**src/rtl/brs_pkg.sv**
```systemverilog
package brs_pkg;

    localparam int unsigned STAGES = 32;

    typedef enum logic [1:0] {
        OP_CLEAR = 2'd0,
        OP_HOLD  = 2'd1,
        OP_SHR   = 2'd2,
        OP_SHL   = 2'd3
    } op_e;

    typedef struct packed {
        op_e  op;
        logic fill;
    } step_t;

    // Select the bit that enters the vacated end stage.
    function automatic logic entry_bit(
        input logic left,
        input logic rot,
        input logic sin_r,
        input logic sin_l,
        input logic lo_end,
        input logic hi_end
    );
        if (rot)
            return left ? hi_end : lo_end;
        return left ? sin_l : sin_r;
    endfunction

endpackage

```
**src/rtl/brs_mode_decode.sv**
```systemverilog
module brs_mode_decode
    import brs_pkg::*;
(
    input  logic  rst,
    input  logic  freeze,
    input  logic  go_left,
    input  logic  rotate,
    input  logic  ser_in_r,
    input  logic  ser_in_l,
    input  logic  lo_end,
    input  logic  hi_end,
    output step_t step
);

    always_comb begin
        step.fill = entry_bit(go_left, rotate, ser_in_r, ser_in_l, lo_end, hi_end);
        if (rst)
            step.op = OP_CLEAR;
        else if (freeze)
            step.op = OP_HOLD;
        else if (go_left)
            step.op = OP_SHL;
        else
            step.op = OP_SHR;
    end

endmodule

```
**src/rtl/brs_stage_mux.sv**
```systemverilog
module brs_stage_mux
    import brs_pkg::*;
#(
    parameter int unsigned N = STAGES
) (
    input  step_t        step,
    input  logic [N-1:0] q,
    output logic [N-1:0] d
);

    for (genvar i = 0; i < N; i++) begin : g_stage
        logic from_lower;
        logic from_upper;

        if (i == 0) begin : g_lo
            assign from_lower = step.fill;
        end else begin : g_lo_mid
            assign from_lower = q[i-1];
        end

        if (i == N - 1) begin : g_hi
            assign from_upper = step.fill;
        end else begin : g_hi_mid
            assign from_upper = q[i+1];
        end

        always_comb begin
            unique case (step.op)
                OP_CLEAR: d[i] = 1'b0;
                OP_HOLD:  d[i] = q[i];
                OP_SHR:   d[i] = from_upper;
                OP_SHL:   d[i] = from_lower;
                default:  d[i] = q[i];
            endcase
        end
    end

endmodule

```
**src/rtl/brs_store.sv**
```systemverilog
module brs_store #(
    parameter int unsigned N = 32
) (
    input  logic         clk,
    input  logic [N-1:0] d,
    output logic [N-1:0] q
);

    always_ff @(posedge clk) begin
        q <= d;
    end

endmodule

```
**src/rtl/bidir_rotshift.sv**
```systemverilog
module bidir_rotshift
    import brs_pkg::*;
#(
    parameter int unsigned N = STAGES
) (
    input  logic         clk,
    input  logic         rst,
    input  logic         freeze,
    input  logic         go_left,
    input  logic         rotate,
    input  logic         ser_in_r,
    input  logic         ser_in_l,
    output logic         ser_out_r,
    output logic         ser_out_l,
    output logic [N-1:0] stages
);

    localparam int unsigned TOP = N - 1;

    step_t        step;
    logic [N-1:0] q;
    logic [N-1:0] d;

    brs_mode_decode u_decode (
        .rst      (rst),
        .freeze   (freeze),
        .go_left  (go_left),
        .rotate   (rotate),
        .ser_in_r (ser_in_r),
        .ser_in_l (ser_in_l),
        .lo_end   (q[0]),
        .hi_end   (q[TOP]),
        .step     (step)
    );

    brs_stage_mux #(.N(N)) u_mux (
        .step (step),
        .q    (q),
        .d    (d)
    );

    brs_store #(.N(N)) u_store (
        .clk (clk),
        .d   (d),
        .q   (q)
    );

    assign stages    = q;
    assign ser_out_r = q[0];
    assign ser_out_l = q[TOP];

endmodule

```
**config.mk**
```make
export PLATFORM = sky130hd
export DESIGN_NAME = bidir_rotshift
export DESIGN_NICKNAME = d
export VERILOG_FILES = /design/src/rtl/brs_pkg.sv /design/src/rtl/brs_mode_decode.sv /design/src/rtl/brs_stage_mux.sv /design/src/rtl/brs_store.sv /design/src/rtl/bidir_rotshift.sv
export SDC_FILE = /design/constraint.sdc
export NUM_CORES = 1
export LEC_CHECK = 0
export BUFFER_PORTS_ARGS = -buffer_cell sky130_fd_sc_hd__buf_2
export CORE_MARGIN = 4
export CORE_UTILIZATION = 40
export CTS_CLUSTER_SIZE = 10
export DETAILED_ROUTE_END_ITERATION = 10
export PLACE_DENSITY = 0.66
export SETUP_SLACK_MARGIN = 0.15
export SLEW_MARGIN = 25
export SYNTH_ARGS = -nofsm -noshare
export SYNTH_HDL_FRONTEND = slang
export SYNTH_SLANG_ARGS = --single-unit
```
**constraint.sdc**
```tcl
create_clock -name clk -period 1.3 [get_ports clk]
set_input_delay 0.065 -clock clk [delete_from_list [all_inputs] [get_ports clk]]
set_output_delay 0.065 -clock clk [all_outputs]
set_load 0.05 [all_outputs]
```
==> results.md <==
- Worst vdd ir: 0.5340 mV
- Number of flip-flops in the largest register: 32
- Initial Util: 0.4175
- Core ar.: 0.003716 mm2
- Post-route DRC: 0
- Fin area: 0.001836 mm2
- Post-synth top area share: 0.6194
- Seq/Total Area, Yosys: 0.6194
- Ports: 41
- CTS Buf Count: 5
- Clk sink count: 32
- Clock tree buffer depth: 2
- Fin nets: 159
- Most common library cells after synthesis: edfxtp_1 (32), mux2i_1 (32), nor2_1 (25), buf_6 (7), nor2_2 (6)
- Die Width: 70.28 um
- Worst-path fanout max: 3
- Area growth syn-to-layout: 18.31%
- DIE AREA: 0.004939 mm2
- Max Freq: 0.9741 GHz
- GPL Wtd Cong: 0.6697
- Unrepaired setup endpoints after global routing: false
- Number of cells on the worst hold path: 3
- Crit-path cells: buf_2
- Hold EP: u_store.q[0]
- Reg2reg setup slack: 340 ps
- Tot GR Track Use: 0.1212
- Setup_tns: 0 ps
- Regs by FF count: u_store.q x32
- Biggest area consumer among synthesized cells: edfxtp_1
- DRT Wirelength: 2842 um
- Tot Pwr: 2.456 mW
- Path type of the worst min-delay path: primary input to register
- Ratio of final minimum period to clock period: 0.7897
- Via Count: 967
- Core Util, Final: 0.4939
- Least-Margin Pin Slew: 411.8 ps
- H-tree Lvls: 2
- Setup CP Type: register to output pin
- CP startpoint kind: register
- CP peak stage delay: 400 ps
- Ranking of synthesized cells by area: edfxtp_1 (62%), mux2i_1 (21%), nor2_1 (6.0%), buf_6 (5.1%), nor2_2 (2.4%)
- Hold Fails Final Rpt: 0
- CP Buf/Inv Count: 1
- Setup crit start: u_store.q[20]
- Synth warnings: 0
- Pin count of the biggest net entering global routing: 35
- Overflow left after global routing: 0
- DR pass1 iterations: 4
- Pins Over Slew Limit: 0
- Chip Height: 70.28 um
- Arr. time, crit path: 960 ps
- CTS root buf: clkbuf_8
- Vias in the first global route: 1038
- Worst setup EP type: output pin
- Clock Skew: 4.881 ps
- Avg Synthesized Cell Area: 13.98 um2
- Hold-fix buffers at CTS: 0
- Delay-heaviest family, CP: flip-flops
- Area after DPL: 0.001755 mm2
- DRT iter0 DRCs: 50
- Biggest register: u_store.q
- # setup viols final: 0
- Post-CTS sizing: 0
- Wire per inst: 14.14 um
- Leak: 0.8412 nW
- Worst-Skew Late Latency: 270 ps
- # rows: 22
- PD cells: 1338 mW/mm2
- Mapped Nets: 118
- Min cycle time layout: 1027 ps
- Synth Flop Type: edfxtp_1
- Mapped cell area: 0.001551 mm2
- Initial antenna violation count: 0
- EDFF count, synth: 32
- Clock slew at reported path FFs: 60 ps
- Headroom to the max-slew limit: 0.7255
- TritonCTS clock tree: yes
- Ant. Diodes: 0
- Routed Antenna Nets: 0
- Synth cell types: 11
- Buffers on Ports: 40
- Synth async-reset ratio: 0
- Share of cells above drive strength 1: 0.3660
- Flops & latches, synth: 32
- Detail Placement HPWL: 1993 um
- Min-delay src: ser_in_l
- Status: complete, no violations
- First-pass GRT wire length: 4816 um
- Setup Buffers After CTS: 0
- Routed vias/inst: 4.811
- Reg2reg start: u_store.q[0]
- Cells after Synth: 111
- WP data required: 1240 ps
- Max Cap Violations: 0
- Reg2reg path depth: 2
- R2R Path End: u_store.q[31]
- CP max-delay cell: edfxtp_1
metal layers:
layer  GRT usage  share of wire  up-vias
met5           0              0        -
met4     0.04681          0.012        0
met3     0.04892          0.073        5
met2      0.1892           0.46       31
met1      0.1494           0.45      459
li1            -              -      472
cell type report:
cell class	instances	area [um2]
Clock buffer	7	76.32
Multi-Input combinational cell	68	488.0
Inverter	1	3.754
Tap cell	48	60.06
Sequential cell	32	960.9
Fill cell	350	1881
Timing Repair Buffer	44	242.7
Clock inverter	1	3.754
layout by cell type, fill, tap and decap left out:
| master | instances |
|---|---|
| buf_2 | 40 |
| mux2i_1 | 32 |
| edfxtp_1 | 32 |
| nor2_1 | 25 |
| nor2_2 | 6 |
| clkbuf_8 | 5 |
| buf_4 | 3 |
| a211oi_1 | 2 |
| clkbuf_1 | 2 |
| or2_1 | 1 |
| inv_1 | 1 |
| nor2b_1 | 1 |
| nand2b_2 | 1 |
| clkinv_1 | 1 |
| buf_12 | 1 |
how the worst max path moves through the flow:
stage | endpoint | depth (start not counted)
after global routing | stages[0] | 1
final | stages[20] | 1
after CTS | stages[20] | 1
after floorplan | u_store.q[31] | 2
after detailed placement | u_store.q[17] | 4
after global placement | u_store.q[8] | 4
report_power, final:
part           internal [mW]  leakage [nW]  switching (mW)  total [mW]
clock network          0.372        0.0399           0.324       0.696
registers               1.21         0.355          0.0538        1.27
logic                  0.124         0.447           0.370       0.494
through the flow:
stage / hold slack (ps) / std cells / setup WS (ps)
3_5_place_dp: 544.1 / 193 / 232.3
4_1_cts: 258.3 / 201 / 262.8
6_report: 271.8 / 201 / 273.4
2_1_floorplan: 412.9 / 111 / 139.1
3_3_place_gp: 533.8 / 193 / 235.7
5_1_grt: 307.4 / 201 / 223.7
logic make-up after synthesis:
kind of cell / after synthesis / share of synthesized area
simple gates: 34 / 0.09678
mux: 32 / 0.2065
flops: 32 / 0.6194
buf+inv: 11 / 0.06774
compound gates: 2 / 0.009675
(Power assumes the default switching activity.)
